File: config.mk
export PLATFORM = sky130hd
export DESIGN_NAME = kbc_cmd_engine
export DESIGN_NICKNAME = d
export VERILOG_FILES = /design/src/rtl/kbc_pkg.sv /design/src/rtl/kbc_rst_sync.sv /design/src/rtl/kbc_cmd_decode.sv /design/src/rtl/kbc_pulse_timer.sv /design/src/rtl/kbc_read_stage.sv /design/src/rtl/kbc_mouse_fwd.sv /design/src/rtl/kbc_cmd_engine.sv
export SDC_FILE = /design/constraint.sdc
export NUM_CORES = 1
export LEC_CHECK = 0
export BUFFER_PORTS_ARGS = -buffer_cell sky130_fd_sc_hd__clkbuf_2
export CAP_MARGIN = 5
export CELL_PAD_IN_SITES_DETAIL_PLACEMENT = 1
export CELL_PAD_IN_SITES_GLOBAL_PLACEMENT = 1
export CORE_MARGIN = 4
export CORE_UTILIZATION = 42
export CTS_BUF_LIST = sky130_fd_sc_hd__clkbuf_2 sky130_fd_sc_hd__clkbuf_4 sky130_fd_sc_hd__clkbuf_8
export DETAILED_ROUTE_END_ITERATION = 10
export PLACE_DENSITY_LB_ADDON = 0.1
export REMOVE_ABC_BUFFERS = 1
export SYNTH_ARGS = -nofsm -noshare
export SYNTH_HDL_FRONTEND = slang
export SYNTH_SLANG_ARGS = --single-unit
File: constraint.sdc
create_clock -name clk -period 2 [get_ports clk]
set_input_delay 0.4 -clock clk [delete_from_list [all_inputs] [get_ports clk]]
set_output_delay 0.4 -clock clk [all_outputs]
set_load 0.05 [all_outputs]
File: src/rtl/kbc_pkg.sv
`timescale 1ns/1ps
package kbc_pkg;

  localparam int unsigned BYTE_W  = 8;
  localparam int unsigned PULSE_W = 2;   // output-port bits reachable by a pulse

  localparam logic [BYTE_W-1:0] OP_RD_PINS  = 8'hC0;
  localparam logic [BYTE_W-1:0] OP_RD_PORT  = 8'hD0;
  localparam logic [BYTE_W-1:0] OP_WR_PORT  = 8'hD1;
  localparam logic [BYTE_W-1:0] OP_TO_MOUSE = 8'hD4;
  localparam logic [BYTE_W-1:0] OP_RD_CLKS  = 8'hE0;
  localparam logic [3:0]        OP_PULSE_HI = 4'hF;

  // live output-port bits: mouse irq, keyboard irq, gate A20, reset request
  localparam logic [BYTE_W-1:0] PORT_LIVE = 8'h33;

  typedef enum logic [1:0] {
    ARM_NONE,
    ARM_PORT,
    ARM_MOUSE
  } arm_e;

  typedef enum logic [2:0] {
    ACT_NONE,
    ACT_RD_PINS,
    ACT_RD_PORT,
    ACT_RD_CLKS,
    ACT_ARM_PORT,
    ACT_ARM_MOUSE,
    ACT_PULSE
  } act_e;

endpackage

File: src/rtl/kbc_rst_sync.sv
`timescale 1ns/1ps
module kbc_rst_sync #(
  parameter int unsigned STAGES = 2
) (
  input  logic clk,
  input  logic rst_n,
  output logic rst_sync_n
);

  logic [STAGES-1:0] sh_q;
  logic [STAGES-1:0] sh_n;

  always_comb begin
    sh_n = {sh_q[STAGES-2:0], 1'b1};
  end

  always_ff @(posedge clk or negedge rst_n) begin
    if (!rst_n) sh_q <= '0;
    else        sh_q <= sh_n;
  end

  assign rst_sync_n = sh_q[STAGES-1];

endmodule

File: src/rtl/kbc_cmd_decode.sv
`timescale 1ns/1ps
module kbc_cmd_decode
  import kbc_pkg::*;
(
  input  logic [BYTE_W-1:0]  opcode,
  output act_e               act,
  output logic [PULSE_W-1:0] pulse_sel
);

  always_comb begin
    act       = ACT_NONE;
    pulse_sel = '0;
    if (opcode[BYTE_W-1:BYTE_W-4] == OP_PULSE_HI) begin
      // a 0 in a command bit selects that port bit; bits above PULSE_W are unused
      pulse_sel = ~opcode[PULSE_W-1:0];
      act       = (|pulse_sel) ? ACT_PULSE : ACT_NONE;
    end else begin
      case (opcode)
        OP_RD_PINS:  act = ACT_RD_PINS;
        OP_RD_PORT:  act = ACT_RD_PORT;
        OP_RD_CLKS:  act = ACT_RD_CLKS;
        OP_WR_PORT:  act = ACT_ARM_PORT;
        OP_TO_MOUSE: act = ACT_ARM_MOUSE;
        default:     act = ACT_NONE;
      endcase
    end
  end

endmodule

File: src/rtl/kbc_pulse_timer.sv
`timescale 1ns/1ps
module kbc_pulse_timer #(
  parameter int unsigned PULSE_CYC = 1500,
  parameter int unsigned NB        = 2
) (
  input  logic          clk,
  input  logic          rst_n,
  input  logic          start,
  input  logic [NB-1:0] start_sel,
  output logic          active,
  output logic [NB-1:0] low_sel
);

  localparam int unsigned CW = $clog2(PULSE_CYC + 1);

  logic [CW-1:0] cnt_q, cnt_n;
  logic [NB-1:0] sel_q, sel_n;
  logic          cnt_en;

  always_comb begin
    cnt_n  = cnt_q;
    sel_n  = sel_q;
    cnt_en = 1'b0;
    if (start) begin
      cnt_en = 1'b1;
      cnt_n  = CW'(PULSE_CYC);
      sel_n  = start_sel;
    end else if (cnt_q != '0) begin
      cnt_en = 1'b1;
      cnt_n  = cnt_q - 1'b1;
      if (cnt_q == CW'(1)) sel_n = '0;
    end
  end

  always_ff @(posedge clk or negedge rst_n) begin
    if (!rst_n) begin
      cnt_q <= '0;
      sel_q <= '0;
    end else if (cnt_en) begin
      cnt_q <= cnt_n;
      sel_q <= sel_n;
    end
  end

  assign active  = (cnt_q != '0);
  assign low_sel = sel_q;

endmodule

File: src/rtl/kbc_read_stage.sv
`timescale 1ns/1ps
module kbc_read_stage #(
  parameter int unsigned DW = 8
) (
  input  logic          clk,
  input  logic          rst_n,
  input  logic          capture,
  input  logic [DW-1:0] cap_data,
  input  logic          obf_full,
  output logic          pending,
  output logic          ob_load,
  output logic [DW-1:0] ob_data
);

  logic          pend_q, pend_n;
  logic [DW-1:0] data_q;

  always_comb begin
    pend_n = pend_q;
    if (capture)                pend_n = 1'b1;
    else if (pend_q && !obf_full) pend_n = 1'b0;
  end

  always_ff @(posedge clk or negedge rst_n) begin
    if (!rst_n) pend_q <= 1'b0;
    else        pend_q <= pend_n;
  end

  always_ff @(posedge clk or negedge rst_n) begin
    if (!rst_n)       data_q <= '0;
    else if (capture) data_q <= cap_data;
  end

  assign pending = pend_q;
  assign ob_load = pend_q & ~obf_full;
  assign ob_data = data_q;

endmodule

File: src/rtl/kbc_mouse_fwd.sv
`timescale 1ns/1ps
module kbc_mouse_fwd #(
  parameter int unsigned DW = 8
) (
  input  logic          clk,
  input  logic          rst_n,
  input  logic          send,
  input  logic [DW-1:0] send_data,
  input  logic          tx_done,
  output logic          tx_req,
  output logic [DW-1:0] tx_data
);

  logic          req_q, req_n;
  logic [DW-1:0] dat_q;

  always_comb begin
    req_n = req_q;
    if (send)                req_n = 1'b1;
    else if (req_q && tx_done) req_n = 1'b0;
  end

  always_ff @(posedge clk or negedge rst_n) begin
    if (!rst_n) req_q <= 1'b0;
    else        req_q <= req_n;
  end

  always_ff @(posedge clk or negedge rst_n) begin
    if (!rst_n)    dat_q <= '0;
    else if (send) dat_q <= send_data;
  end

  assign tx_req  = req_q;
  assign tx_data = dat_q;

endmodule

File: src/rtl/kbc_cmd_engine.sv
`timescale 1ns/1ps
module kbc_cmd_engine
  import kbc_pkg::*;
#(
  parameter int unsigned       PULSE_CYC = 1500,   // >= 6 us at 250 MHz
  parameter logic [BYTE_W-1:0] OUTP_INIT = 8'h03
) (
  input  logic              clk,
  input  logic              rst_n,
  input  logic              host_wr,
  input  logic              host_is_cmd,
  input  logic [BYTE_W-1:0] host_wdata,
  input  logic              obf_full,
  output logic              ob_load,
  output logic [BYTE_W-1:0] ob_data,
  input  logic              kb_inhibit_in,
  input  logic              kb_data_in,
  input  logic              ms_data_in,
  input  logic              kb_clk_in,
  input  logic              ms_clk_in,
  output logic [BYTE_W-1:0] out_port,
  output logic              ms_tx_req,
  output logic [BYTE_W-1:0] ms_tx_data,
  input  logic              ms_tx_done,
  output logic              busy
);

  localparam logic [BYTE_W-1:0] PORT_RST = OUTP_INIT & PORT_LIVE;

  logic               rst_i_n;
  act_e               act;
  logic [PULSE_W-1:0] pulse_sel;
  logic [PULSE_W-1:0] low_sel;
  logic               pulse_active;
  logic               rd_pending;
  logic               cmd_take, dat_take, rd_capture, pulse_start, ms_send;
  logic [BYTE_W-1:0]  cap_byte;
  arm_e               arm_q, arm_n;
  logic [BYTE_W-1:0]  port_q, port_n;
  logic               state_en;

  kbc_rst_sync #(.STAGES(2)) u_rst (
    .clk        (clk),
    .rst_n      (rst_n),
    .rst_sync_n (rst_i_n)
  );

  kbc_cmd_decode u_dec (
    .opcode    (host_wdata),
    .act       (act),
    .pulse_sel (pulse_sel)
  );

  // writes are dropped while any operation is in flight
  assign busy        = pulse_active | rd_pending | ms_tx_req;
  assign cmd_take    = host_wr & ~busy &  host_is_cmd;
  assign dat_take    = host_wr & ~busy & ~host_is_cmd;
  assign rd_capture  = cmd_take & ((act == ACT_RD_PINS) | (act == ACT_RD_PORT) |
                                   (act == ACT_RD_CLKS));
  assign pulse_start = cmd_take & (act == ACT_PULSE);
  assign ms_send     = dat_take & (arm_q == ARM_MOUSE);

  always_comb begin
    case (act)
      ACT_RD_PINS: cap_byte = {kb_inhibit_in, 5'b0, ms_data_in, kb_data_in};
      ACT_RD_PORT: cap_byte = port_q;
      ACT_RD_CLKS: cap_byte = {6'b0, ms_clk_in, kb_clk_in};
      default:     cap_byte = '0;
    endcase
  end

  always_comb begin
    arm_n    = arm_q;
    port_n   = port_q;
    state_en = cmd_take | dat_take;
    if (cmd_take) begin
      case (act)
        ACT_ARM_PORT:  arm_n = ARM_PORT;
        ACT_ARM_MOUSE: arm_n = ARM_MOUSE;
        default:       arm_n = ARM_NONE;   // any other command cancels a pending byte
      endcase
    end else if (dat_take) begin
      arm_n = ARM_NONE;
      if (arm_q == ARM_PORT) port_n = host_wdata & PORT_LIVE;
    end
  end

  always_ff @(posedge clk or negedge rst_i_n) begin
    if (!rst_i_n) begin
      arm_q  <= ARM_NONE;
      port_q <= PORT_RST;
    end else if (state_en) begin
      arm_q  <= arm_n;
      port_q <= port_n;
    end
  end

  kbc_read_stage #(.DW(BYTE_W)) u_rd (
    .clk      (clk),
    .rst_n    (rst_i_n),
    .capture  (rd_capture),
    .cap_data (cap_byte),
    .obf_full (obf_full),
    .pending  (rd_pending),
    .ob_load  (ob_load),
    .ob_data  (ob_data)
  );

  kbc_pulse_timer #(.PULSE_CYC(PULSE_CYC), .NB(PULSE_W)) u_pulse (
    .clk       (clk),
    .rst_n     (rst_i_n),
    .start     (pulse_start),
    .start_sel (pulse_sel),
    .active    (pulse_active),
    .low_sel   (low_sel)
  );

  kbc_mouse_fwd #(.DW(BYTE_W)) u_ms (
    .clk       (clk),
    .rst_n     (rst_i_n),
    .send      (ms_send),
    .send_data (host_wdata),
    .tx_done   (ms_tx_done),
    .tx_req    (ms_tx_req),
    .tx_data   (ms_tx_data)
  );

  for (genvar i = 0; i < BYTE_W; i++) begin : g_port
    if (i < PULSE_W) begin : g_pulsed
      assign out_port[i] = port_q[i] & ~low_sel[i];
    end else begin : g_plain
      assign out_port[i] = port_q[i];
    end
  end

endmodule

==> out/results.txt <==
Outcome - finished, violations left
Failing checks - negative setup slack
Worst Reg2Reg Path Length in Cells - 8
Finished Cell Area - 2601 um^2
Post-Synth Simple-Gate Area - 19.28%
Largest family of logic cells by synthesized area - simple AND/OR/NAND/NOR gates
Via count - 1597
Fin. Hold Viols - 0
Xor and xnor fraction of the mapped netlist area - 4.189%
Clock root cell - clkbuf_8
Number of buffers added on ports - 38
CTS tree - yes
Delay-heaviest family, CP - simple AND/OR/NAND/NOR gates
Total wire length - 5139 um
Synth-to-layout area growth - 38.23%
Mux cell area share after synthesis - 10.90%
Initial drt markers - 47
Synth warnings - 0
Clk sink count - 36
Fillers - 487
Crit path top cell by count - nor4b_4
Setup slack after layout - -0.1610 ns
GRT Overall Usage - 20.31%
R2r setup slk - -0.16 ns
Cell area after synthesis - 1882 um^2
Reg2reg start - u_pulse.cnt_q[0]$_DFFE_PN0P_
Total gr overflow - 0
Worst-path fanout max - 8
Max_slew headroom - 61.94%
Die height - 74.94 um
Tot Pwr - 1.420 mW
Fin crit share - 108.0%
Worst path arrival time - 2.34 ns
Sequential fraction of the synthesis area - 48.01%
Synthesized-area fraction occupied by adder cells - 1.995%
Synth async-reset ratio - 100.0%
Multi-input gate area - 957.2 um^2
Mapped Cells - 176
MaxCap Viol Count - 0
Fmax - 462.8 MHz
Vias in the first global route - 1716
Setup Total Neg Slack - -1.544 ns
Cell taking the most area after synthesis - dfrtp_1
Placed wire-length estimate - 3811 um
Routed len/inst - 16.52 um
Peak supply drop - 0.3878 mV
Slew Limit Fails - 0
WP data required - 2.18 ns
Num ports - 46
First-pass GRT wire length - 8528 um
Clk buf depth - 2
Lkg Pwr - 1.300 nW
Final core occ - 59.74%
DRT Pass-1 Iters - 4
Crit-path slowest cell - dfrtp_1
Most used DFF post-synth - dfrtp_1
Compound-Gate Fraction of Synth Area - 8.910%
Post-DP Area - 2345 um^2
Full die area - 5615 um^2
Cell variety after synth - 45
Skew final - 0.003610 ns
Initial Util - 43.22%
Reg2Reg Capture Point - u_ms.tx_data[4]$_DFFE_PN0P_
Reg area - 903.4 um^2
Routed vias/inst - 5.135
RSZ-0062 raised after global routing - yes
CP max stage delay - 0.39 ns
H-tree Lvls - 2
Post-synth top cells - 34 x dfrtp_1, 18 x nand2_1, 15 x nor2_1, 12 x mux2_2, 9 x buf_4
Residual DRC - 0
RD Place Congestion - 0.7965
Setup violations, final - 16
TritonCTS buffer count - 5
Most common cell in the synthesized netlist - dfrtp_1
Number of synthesized register bits - 36
Crit. End Element - flop
Pin count of the biggest net entering global routing - 35
WP buf/inv - 2
Clock Latency Late Sink - 0.29 ns
Antenna violations before repair - 0
Synth Area per Inst - 10.69 um^2
Setup CP Type - reg -> reg
CORE AREA - 4354 um^2
Post-synth EDFFs - 0
Worst-path cell chain - inv_2, ha_4, nor4b_4, and3_4, nand2_4, nor4b_4, buf_6, mux2_4
Synth top area share - 45.21%
Min Tclk post-route - 2.161 ns
ANT nets after route - 0
HP Class - reg -> async
Die X - 74.94 um
P per Cell Area - 545.7 nW/um^2
Area contributors post-synth - dfrtp_1 45%, mux2_2 7.2%, mux2i_1 3.7%
Antenna cells - 0
Crit path launch type - flop
Nets - 280
Ratio of cells with drive above 1 in the final layout - 45.17%
Worst-margin pin slew - 0.5682 ns
Rows - 24
CTS clk-pin slew, worst paths - 0.07 ns
## worst reg2reg max path, delay by kind of cell, from the launching register on
kind / cells / cell delay [ns]
adders and majority gates: 1 / 0.13
DFF: 1 / 0.39
muxes: 1 / 0.32
and+or+nand+nor: 4 / 0.92
buffers and inverters: 2 / 0.31
## metal layers
layer | global-route usage, % | vias up | routed length (um)
met3 | 5.207 | 7 | 193
met5 | 0 | - | 0
met4 | 5.929 | 0 | 58
met2 | 32.79 | 30 | 2612
met1 | 26.94 | 799 | 2275
li1 | - | 761 | -
## how the worst max path moves through the flow
stage,startpoint,end,cells past startpoint
floorplan,u_pulse.cnt_q[0]$_DFFE_PN0P_,u_ms.tx_data[0]$_DFFE_PN0P_,7
global placement,u_pulse.cnt_q[0]$_DFFE_PN0P_,u_ms.tx_data[5]$_DFFE_PN0P_,8
detailed placement,u_pulse.cnt_q[0]$_DFFE_PN0P_,u_ms.tx_data[7]$_DFFE_PN0P_,8
CTS,u_pulse.cnt_q[1]$_DFFE_PN0P_,u_ms.tx_data[3]$_DFFE_PN0P_,8
global route,u_pulse.cnt_q[0]$_DFFE_PN0P_,u_ms.tx_data[0]$_DFFE_PN0P_,8
finish,u_pulse.cnt_q[0]$_DFFE_PN0P_,u_ms.tx_data[4]$_DFFE_PN0P_,8
## power breakdown
part | leakage (nW) | internal [mW] | total [mW] | switching (mW)
registers | 0.430 | 0.730 | 0.730 | 0.000467
logic | 0.818 | 0.0401 | 0.123 | 0.0833
clock network | 0.0523 | 0.308 | 0.566 | 0.258
## per-stage QoR
stage | hold slack (ns) | setup WS (ns) | instances
after floorplan | 0.1044 | -0.2916 | 169
after global placement | 0.1842 | -0.1425 | 296
after detailed placement | 0.1878 | -0.2790 | 296
after CTS | 0.2988 | -0.09087 | 308
after global routing | 0.3334 | -0.2106 | 311
final | 0.2775 | -0.1610 | 311
## sequential cells by signal, indices dropped and copies added (netlist names)
register	cells
u_pulse.cnt_q	11
u_rst.sh_q	2
arm_q	2
u_ms.tx_req	1
u_rd.pending	1
u_rd.ob_data	5
port_q	4
u_ms.tx_data	8
u_pulse.low_sel	2
## what timing repair did
item / CTS / global route
pin swaps: 3 / 5
hold buffers: 1 / 0
setup endpoints to repair: 30 / 30
gates resized for setup: 20 / 7
buffers inserted: 3 / 3
hold endpoints to repair: 2 / 0
## cells in the final DEF (no fill, tap or decap), types with 3 or more instances in the layout
cell type  count
mux2_2         4
xor2_1         5
a21oi_1        5
nor2b_1        5
conb_1         8
buf_4         38
a22o_1         3
nand3_1        4
nand2_1       17
mux2_4         8
dfrtp_1       34
inv_1          5
clkbuf_2      37
mux2i_1        7
nor2_1        15
xnor2_1        4
buf_6          5
clkbuf_8       6
a31oi_1        3
## final cells by class
type,count,share of cell area (%)
multi-input combinational,126,36.80
sequential,36,34.73
timing repair buffer,82,21.21
clock buffer,8,3.752
tap,52,2.501
inverter,7,1.010
## cells by family after synthesis
family	Yosys count
AOI/OAI and AO/OA	23
muxes	19
xor gates and xnor gates	9
DFF	36
and+or+nand+nor	64
other	2
adders and majority gates	3
buffers and inverters	20
Power figures use the tool's default switching activity.
